<file path="src/rtl/txr_pkg.sv">
package txr_pkg;
  typedef enum logic [1:0] {
    TAIL_HOLD,
    TAIL_INIT,
    TAIL_ADVANCE
  } tail_act_e;

  typedef enum logic [1:0] {
    HEAD_HOLD,
    HEAD_INIT,
    HEAD_RELEASE
  } head_act_e;
endpackage

</file>
<file path="src/rtl/txr_region.sv">
module txr_region #(
  parameter int RAM_BYTES = 32768,
  parameter int PW        = 16
) (
  input  logic          cfg_tx_first,
  input  logic [PW-1:0] cfg_rx_bytes,
  output logic [PW-1:0] tx_base,
  output logic [PW-1:0] tx_size,
  output logic [PW-1:0] lo_addr,
  output logic [PW-1:0] wrap_addr
);
  localparam logic [PW-1:0] RAM_W = PW'(RAM_BYTES);

  logic [PW-1:0] rx_base;
  logic [PW-1:0] top_byte;

  always_comb begin
    rx_base   = cfg_tx_first ? (RAM_W - cfg_rx_bytes) : '0;
    tx_base   = (rx_base + cfg_rx_bytes) % RAM_W;
    tx_size   = RAM_W - cfg_rx_bytes;
    lo_addr   = (tx_base >> 8) << 8;
    top_byte  = tx_base + tx_size - PW'(2);
    wrap_addr = (top_byte >> 8) << 8;
  end
endmodule

</file>
<file path="src/rtl/txr_free.sv">
module txr_free #(
  parameter int PW = 16
) (
  input  logic [PW-1:0] head,
  input  logic [PW-1:0] tail,
  input  logic [PW-1:0] size,
  output logic [PW-1:0] free_cnt
);
  always_comb begin
    if (tail > head)
      free_cnt = size - (tail - head);
    else if (tail < head)
      free_cnt = head - tail;
    else
      free_cnt = size;
  end
endmodule

</file>
<file path="src/rtl/txr_place.sv">
module txr_place #(
  parameter int PW        = 16,
  parameter int HDR_BYTES = 8
) (
  input  logic [PW-1:0] tail,
  input  logic [PW-1:0] len,
  input  logic [PW-1:0] lo_addr,
  input  logic [PW-1:0] wrap_addr,
  output logic [PW-1:0] rec_start,
  output logic [PW-1:0] rec_end
);
  logic [PW-1:0] rec_bytes;
  logic [PW-1:0] cand_end;

  always_comb begin
    rec_bytes = (((len + PW'(3)) >> 1) << 1) + PW'(HDR_BYTES);
    cand_end  = tail + rec_bytes;
    if (cand_end >= wrap_addr) begin
      rec_start = lo_addr;
      rec_end   = lo_addr + rec_bytes;
    end else begin
      rec_start = tail;
      rec_end   = cand_end;
    end
  end
endmodule

</file>
<file path="src/rtl/txr_alloc.sv">
module txr_alloc #(
  parameter int RAM_BYTES    = 32768,
  parameter int RX_BYTES_DEF = 24576,
  parameter bit TX_FIRST_DEF = 1'b0,
  parameter int HDR_BYTES    = 8,
  parameter int PW           = $clog2(RAM_BYTES) + 1
) (
  input  logic          clk,
  input  logic          rst_n,
  input  logic          cfg_tx_first,
  input  logic [PW-1:0] cfg_rx_bytes,
  input  logic          init_req,
  input  logic          alloc_req,
  input  logic [PW-1:0] alloc_len,
  input  logic          rel_req,
  input  logic [PW-1:0] rel_ptr,
  output logic          alloc_done,
  output logic          alloc_nospace,
  output logic [PW-1:0] alloc_start,
  output logic [PW-1:0] alloc_end,
  output logic [PW-1:0] head_ptr,
  output logic [PW-1:0] tail_ptr,
  output logic [PW-1:0] free_bytes
);
  import txr_pkg::*;

  localparam int RST_BASE_I = TX_FIRST_DEF ? 0 : (RX_BYTES_DEF % RAM_BYTES);
  localparam logic [PW-1:0] RST_BASE = PW'((RST_BASE_I >> 8) << 8);

  logic [PW-1:0] tx_base, tx_size, lo_addr, wrap_addr;
  logic [PW-1:0] rec_start, rec_end, free_cnt;

  logic [PW-1:0] head_q, tail_q, astart_q, aend_q;
  logic          done_q, nsp_q;
  logic [PW-1:0] head_d, tail_d, astart_d, aend_d;
  logic          done_d, nsp_d;
  logic          grant_en;
  tail_act_e     tail_act;
  head_act_e     head_act;

  txr_region #(.RAM_BYTES(RAM_BYTES), .PW(PW)) u_region (
    .cfg_tx_first (cfg_tx_first),
    .cfg_rx_bytes (cfg_rx_bytes),
    .tx_base      (tx_base),
    .tx_size      (tx_size),
    .lo_addr      (lo_addr),
    .wrap_addr    (wrap_addr)
  );

  txr_free #(.PW(PW)) u_free (
    .head     (head_q),
    .tail     (tail_q),
    .size     (tx_size),
    .free_cnt (free_cnt)
  );

  txr_place #(.PW(PW), .HDR_BYTES(HDR_BYTES)) u_place (
    .tail      (tail_q),
    .len       (alloc_len),
    .lo_addr   (lo_addr),
    .wrap_addr (wrap_addr),
    .rec_start (rec_start),
    .rec_end   (rec_end)
  );

  // action decode: init wins over everything else
  always_comb begin
    tail_act = TAIL_HOLD;
    head_act = HEAD_HOLD;
    done_d   = 1'b0;
    nsp_d    = 1'b0;
    grant_en = 1'b0;
    if (init_req) begin
      tail_act = TAIL_INIT;
      head_act = HEAD_INIT;
    end else begin
      if (rel_req) head_act = HEAD_RELEASE;
      if (alloc_req) begin
        if (alloc_len > free_cnt) begin
          nsp_d = 1'b1;
        end else begin
          done_d   = 1'b1;
          grant_en = 1'b1;
          tail_act = TAIL_ADVANCE;
        end
      end
    end
  end

  // next state
  always_comb begin
    unique case (tail_act)
      TAIL_INIT:    tail_d = lo_addr;
      TAIL_ADVANCE: tail_d = rec_end;
      default:      tail_d = tail_q;
    endcase
    unique case (head_act)
      HEAD_INIT:    head_d = lo_addr;
      HEAD_RELEASE: head_d = rel_ptr;
      default:      head_d = head_q;
    endcase
    astart_d = grant_en ? rec_start : astart_q;
    aend_d   = grant_en ? rec_end   : aend_q;
  end

  // state registers
  always_ff @(posedge clk or negedge rst_n) begin
    if (!rst_n) begin
      head_q   <= RST_BASE;
      tail_q   <= RST_BASE;
      astart_q <= RST_BASE;
      aend_q   <= RST_BASE;
      done_q   <= 1'b0;
      nsp_q    <= 1'b0;
    end else begin
      head_q   <= head_d;
      tail_q   <= tail_d;
      astart_q <= astart_d;
      aend_q   <= aend_d;
      done_q   <= done_d;
      nsp_q    <= nsp_d;
    end
  end

  assign alloc_done    = done_q;
  assign alloc_nospace = nsp_q;
  assign alloc_start   = astart_q;
  assign alloc_end     = aend_q;
  assign head_ptr      = head_q;
  assign tail_ptr      = tail_q;
  assign free_bytes    = free_cnt;
endmodule

</file>
<file path="config.mk">
export PLATFORM = sky130hd
export DESIGN_NAME = txr_alloc
export DESIGN_NICKNAME = d
export VERILOG_FILES = /design/src/rtl/txr_pkg.sv /design/src/rtl/txr_region.sv /design/src/rtl/txr_free.sv /design/src/rtl/txr_place.sv /design/src/rtl/txr_alloc.sv
export SDC_FILE = /design/constraint.sdc
export NUM_CORES = 1
export LEC_CHECK = 0
export ABC_AREA = 1
export BUFFER_PORTS_ARGS = -buffer_cell sky130_fd_sc_hd__buf_2
export CAP_MARGIN = 20
export CORE_MARGIN = 4
export CORE_UTILIZATION = 44
export CTS_BUF_LIST = sky130_fd_sc_hd__clkbuf_16
export DETAILED_ROUTE_END_ITERATION = 6
export GPL_TIMING_DRIVEN = 1
export PLACE_DENSITY = 0.64
export SYNTH_ARGS = -nofsm -noshare
export SYNTH_HDL_FRONTEND = slang
export SYNTH_SLANG_ARGS = --single-unit
</file>
<file path="constraint.sdc">
create_clock -name clk -period 5.2 [get_ports clk]
set_clock_uncertainty 0.05 [all_clocks]
set_input_delay 0.26 -clock clk [delete_from_list [all_inputs] [get_ports clk]]
set_output_delay 0.26 -clock clk [all_outputs]
set_load 0.05 [all_outputs]
</file>
# --- After elaboration in Yosys (flattened, before gate mapping) ---
# Cells that the tools add are included.
classes:
  addsub: 11
  magnitude_cmp: 4
  n_eq_ne: 4
  muxes: 18
  reduce_logical: 2
op_table:
  columns: ["cell", "n"]
  rows:
  - ["$mux 16", 4]
  - ["$pmux 16 s2", 2]
  - ["$sub 16x16->16", 3]
  - ["$add 15x16->16", 2]
  - ["$gt 16x16->1", 2]
  - ["$add 16x16->16", 1]
  - ["$add 16x2->16 const B", 1]
  - ["$add 16x4->16 const B", 1]
  - ["$ge 16x16->1", 1]
  - ["$lt 16x16->1", 1]
  - ["$sub 16x16->16 const A", 1]
  - ["$sub 16x2->16 const B", 1]
  - ["$add 15x15->15", 1]
  - ["$mux 15", 1]
  - ["$mux 2", 5]
  - ["$mux 1", 6]
  - ["$eq 2x1->1 const B", 2]
  - ["$eq 2x2->1 const B", 2]
  - ["$reduce_bool 2->1", 2]
word_totals:
  reg_bits: 66
  inputBits: 54
  wordCells: 45

# --- Depth between registers and ports, before layout ---
depth:
  ltp_word: 9
  depth_mapped: 43
  depth_no_buf: 42

# --- Hierarchy ---
# A second synthesis with hierarchy kept.
hier_totals:
  hier_cells: 1835
  hier_area_um2: 11357.1
by_module_without_submodules:
  columns: ["module", "instances", "cells_per_inst", "area_per_inst_um2"]
  rows:
  - ["txr_alloc", 1, 383, 3231.8]
  - ["txr_free", 1, 529, 2945.3]
  - ["txr_place", 1, 492, 2777.7]
  - ["txr_region", 1, 431, 2402.3]

# --- Least setup slack after synthesis ---
# No wires, ideal clock.
synth_timing:
  kind: "input port to flip-flop"
  startpoint: "input cfg_rx_bytes[0]"
  endpoint: "register tail_q[15] (netlist: tail_ptr[15])"
  arrival_ns: 5.722
  required_ns: 5.025
  path_slack_ns: -0.697
  path_stages: 36
  n_path_buf: 1
  cell_sequence: "inv_1 ha_1 nand2_4 nor2_1 inv_1 nor2_1 inv_1 nand2_1 inv_1 fa_1 ha_1 nand2_1 nor3_1 nand2_1 o211ai_1 a21oi_1 o21ai_0 a21oi_1 o21bai_1 a21boi_0 nor2_1 nor2_1 nor2_1 inv_1 ha_1 nand2_1 nor4_1 nand2_1 a22o_1 nand2_1 nor2_1 clkinv_1 clkbuf_1 a21oi_1 nand2_1 o21ai_2"
synth_via:
  elab_chain_len: 9
synth_rtl:
  columns: ["element", "line_no", "source"]
  rows:
  - ["start: declaration", "txr_alloc.sv:11", "input logic [PW-1:0] cfg_rx_bytes,"]
  - ["$sub 16x16->16 (*)", "txr_region.sv:20", "tx_size = RAM_W - cfg_rx_bytes;"]
  - ["$sub 16x16->16 / $mux 16 (equally long branches)", "txr_free.sv:11, txr_free.sv:12", null]
  - ["$mux 16 (*)", "txr_free.sv:10", "if (tail > head)"]
  - ["via free_bytes[13]", "txr_alloc.sv:23", "output logic [PW-1:0] free_bytes"]
  - ["$gt 16x16->1 (*)", "txr_alloc.sv:79", "if (alloc_len > free_cnt) begin"]
  - ["$mux 2 (*)", "txr_alloc.sv:79", null]
  - ["$mux 2 (*)", "txr_alloc.sv:78", "if (alloc_req) begin"]
  - ["$mux 2 (*)", "txr_alloc.sv:73", "if (init_req) begin"]
  - ["$eq 2x2->1 / $eq 2x1->1 (equally long branches)", "txr_alloc.sv:92", "unique case (tail_act)"]
  - ["$pmux 16 s2 / $reduce_bool 2->1 (equally long branches)", null, null]
  - ["end signal: assignment", "txr_alloc.sv:117", "tail_q <= tail_d;"]
  - ["end: declaration", "txr_alloc.sv:33", "logic [PW-1:0] head_q, tail_q, astart_q, aend_q;"]
# Mark *: on every way through the listed nets, which the timed path passes. The rest lies on a longest branch.
# A chain may end at the register's enable or synchronous reset.

# --- Final worst setup path ---
layout_timing:
  startpoint: "input cfg_rx_bytes[2]"
  endpoint: "register tail_q[8] (netlist: tail_ptr[8])"
layout_via:
  elab_chain_len: 9
layout_rtl:
  columns: ["element"]
  rows:
  - ["branches (longest 9 deep; another with $sub 16x16->16)"]
# Parallel ways; which one is timed is not known.

==> qor.yml <==
ios: 136
cts_tree: "built"
power.switching_mw: 5.03
tightest_slew_ns: 0.865
coreArea_mm2: 0.0198
clock_power_share: 0.065
design_area_mm2: 0.0127
route.detailed.drc: 0
avgRoutedWirePerCell_um: 16.9
worst_ep_required_time_ns: 5.36
dr.first_iter.drc_count: 610
vias: 10400
synthFlopType: "dfrtp_1"
placedInstanceArea_mm2: 0.0114
insertion_delay_ns: 0.36
overflow: 0
fin_tns_setup_ns: -13.59
combPwrFrac: 0.843
sw_frac_of_total: 0.561
grtUsageTotal: 0.289
grt_max_degree: 66
async_flop_share: 1.00
p_int_mw: 3.93
fill_cells: 1866
path_max_fanout: 5
routabilityCongestion: 1.03
cts.sinks: 65
hold_ws_ns: 0.0430
final_common_cell: "nand2_1"
clock_path_buffers: 2
hpwl_um: 27200
clk_pin_slew_worst_paths_ns: 0.07
leakage_nw: 6.97
synth.avg_cell_area_um2: 6.69
grt_pass1_vias: 9835
fmax_ghz: 0.178
synth_fp_nets: 1517
syn_area_mm2: 0.00897
end_kind: "flip-flop"
floorplan.initialDensity: 0.454
cp-start-kind: "primary input"
die_h_um: 151
post-route-period-util: 1.08
synth_edf_count: 0
netlist_instances: 1342
mostFrequentLayoutCells: "nand2_1 (327), buf_4 (232), inv_1 (188)"
nets: 1888
p_seq_frac: 0.091
final_hold_viol_count: 0
ys_seq_elements: 65
slew_headroom: 0.423
cts_buffers: 9
critPathMaxStageDelay_ns: 0.35
yosysSeqAreaShare: 0.182
rsz0062_at_grt: "yes"
die-area_mm2: 0.0227
cts_root_buf: "clkbuf_16"
grt_pass1_wl_um: 51500
n_antenna_cell: 0
crit_arrival_ns: 5.78
row_count: 51
p_total_mw: 8.96
die_w_um: 151
wl_um: 33600
hp-class: "primary input to flip-flop"
cts_htree_levels: 3
finalSetupViolCount: 47
maxCapViolCount: 0
antenna_found_initial: 0
power_density_mw_per_mm2: 707
cp_slowest_cell: "nor4_2"
period_needed_ns: 5.62
via_per_inst: 5.25
firstDrtPassIters: 6
yosysWarnings: 0
path_common_cell: "buf_4"
peakVddDrop_mv: 0.864
maxSlewViolCount: 0
violations: "negative setup slack"
synth.distinct_cells: 55
area_growth_pct: 41.2
numPortBuffers: 135
status: "finished, violations left"
worstSetupPathType: "primary input to flip-flop"
final_antenna_net_count: 0
drive_gt1_frac: 0.341
setup_ws_ns: -0.417
layer usage:
metal | track usage | up-vias | part of all wire
met5 | 0 | - | 0
met4 | 0.0870 | 0 | 0.026
met3 | 0.0293 | 57 | 0.060
met2 | 0.491 | 311 | 0.49
met1 | 0.389 | 4899 | 0.43
li1 | - | 5144 | -
critical path: cells and delay by family:
kind                       cells  cell delay (ns)
and+or+nand+nor               15             1.92
buffers and inverters         11             1.15
adders and majority gates      4             1.11
AOI/OAI and AO/OA              4             0.85
xor gates and xnor gates       3             0.50
power groups by stage:
stage	clock network, mW	logic (mW)	registers [mW]
finish	0.585	7.55	0.819
global placement	0	6.21	0.824
detailed placement	0	6.27	0.824
floorplan	0	3.62	1.32
global route	0.615	8.10	0.835
CTS	0.586	6.75	0.817
final cells by class:
class,instances,area (um2),area share
Tap cell,265,332,0.0262
Timing Repair Buffer,382,2710,0.214
Sequential cell,65,1640,0.129
Clock buffer,9,225,0.0178
Multi-Input combinational cell,1046,6920,0.546
Inverter,209,791,0.0624
Clock inverter,7,53.8,0.00425
what timing repair did:
action,in CTS,in global routing
pin swaps,51,68
setup endpoints to repair,47,48
gates resized for setup,57,91
gates cloned,1,2
setup buffers,43,15
hold buffers,0,0
final timing paths:
check,start,to,slack [ns],cells after the start
min,rel_ptr[3],head_ptr[3]$_DFFE_PN0P_,0.04,3
min in group asynchronous,rst_n,head_ptr[0]$_DFFE_PN0P_,0.05,2
min reg2reg,alloc_end[14]$_DFFE_PN1P_,alloc_end[14]$_DFFE_PN1P_,0.42,2
max in group asynchronous,rst_n,tail_ptr[1]$_DFFE_PN0P_,4.46,2
max,cfg_rx_bytes[2],tail_ptr[8]$_DFFE_PN0P_,-0.42,37
max reg2reg,tail_ptr[0]$_DFFE_PN0P_,tail_ptr[9]$_DFFE_PN0P_,-0.01,25
sequential cells by signal, summed over array words and instances (netlist names):
signal,flops
alloc_done,1
head_ptr,16
alloc_nospace,1
alloc_start,16
alloc_end,15
tail_ptr,16
cell usage after synthesis, types with 2 or more instances:
cell	count	area, um2
buf_4	3	22.5
nand3b_1	5	37.5
nor3_1	16	80.1
nand4_1	24	150
o21bai_2	2	22.5
clkbuf_1	14	52.6
o31ai_1	10	75.1
o211ai_1	14	105
a21oi_1	74	370
nor2_4	14	158
dfrtp_1	57	1430
nor2_2	11	68.8
o21ai_1	3	15.0
a211oi_1	5	37.5
o221ai_1	6	52.6
nand2_4	3	33.8
nor2_1	90	338
inv_1	193	724
nand3_2	9	90.1
nand3_1	90	450
nor4_1	6	37.5
dfstp_2	8	210
o21bai_1	13	97.6
buf_2	4	20.0
xnor2_1	19	166
o21a_1	3	22.5
ha_1	104	1300
or2_2	8	50.1
nand2_1	354	1330
a21o_1	3	22.5
a21boi_1	3	22.5
xor2_1	42	368
o21ai_2	2	17.5
clkinv_1	2	7.51
o21ai_0	53	265
inv_2	14	52.6
o2111ai_1	3	26.3
a22oi_1	2	15.0
fa_1	17	340
nand2_2	24	150
through the flow:
| stage | worst slack (ns) | std cells | util |
|---|---|---|---|
| final | -0.417 | 1983 | 0.641 |
| after global routing | -0.816 | 1983 | 0.641 |
| after CTS | -0.526 | 1970 | 0.618 |
| after detailed placement | -1.16 | 1912 | 0.577 |
| after global placement | -1.15 | 1912 | 0.577 |
| after floorplan | -0.0265 | 1342 | - |
logic make-up after synthesis:
kind of cell,synth area share
flops,0.182
compound gates,0.143
simple gates,0.332
fa+ha+maj,0.183
buf+inv,0.0984
xor+xnor,0.0613
Power figures use the tool's default switching activity.
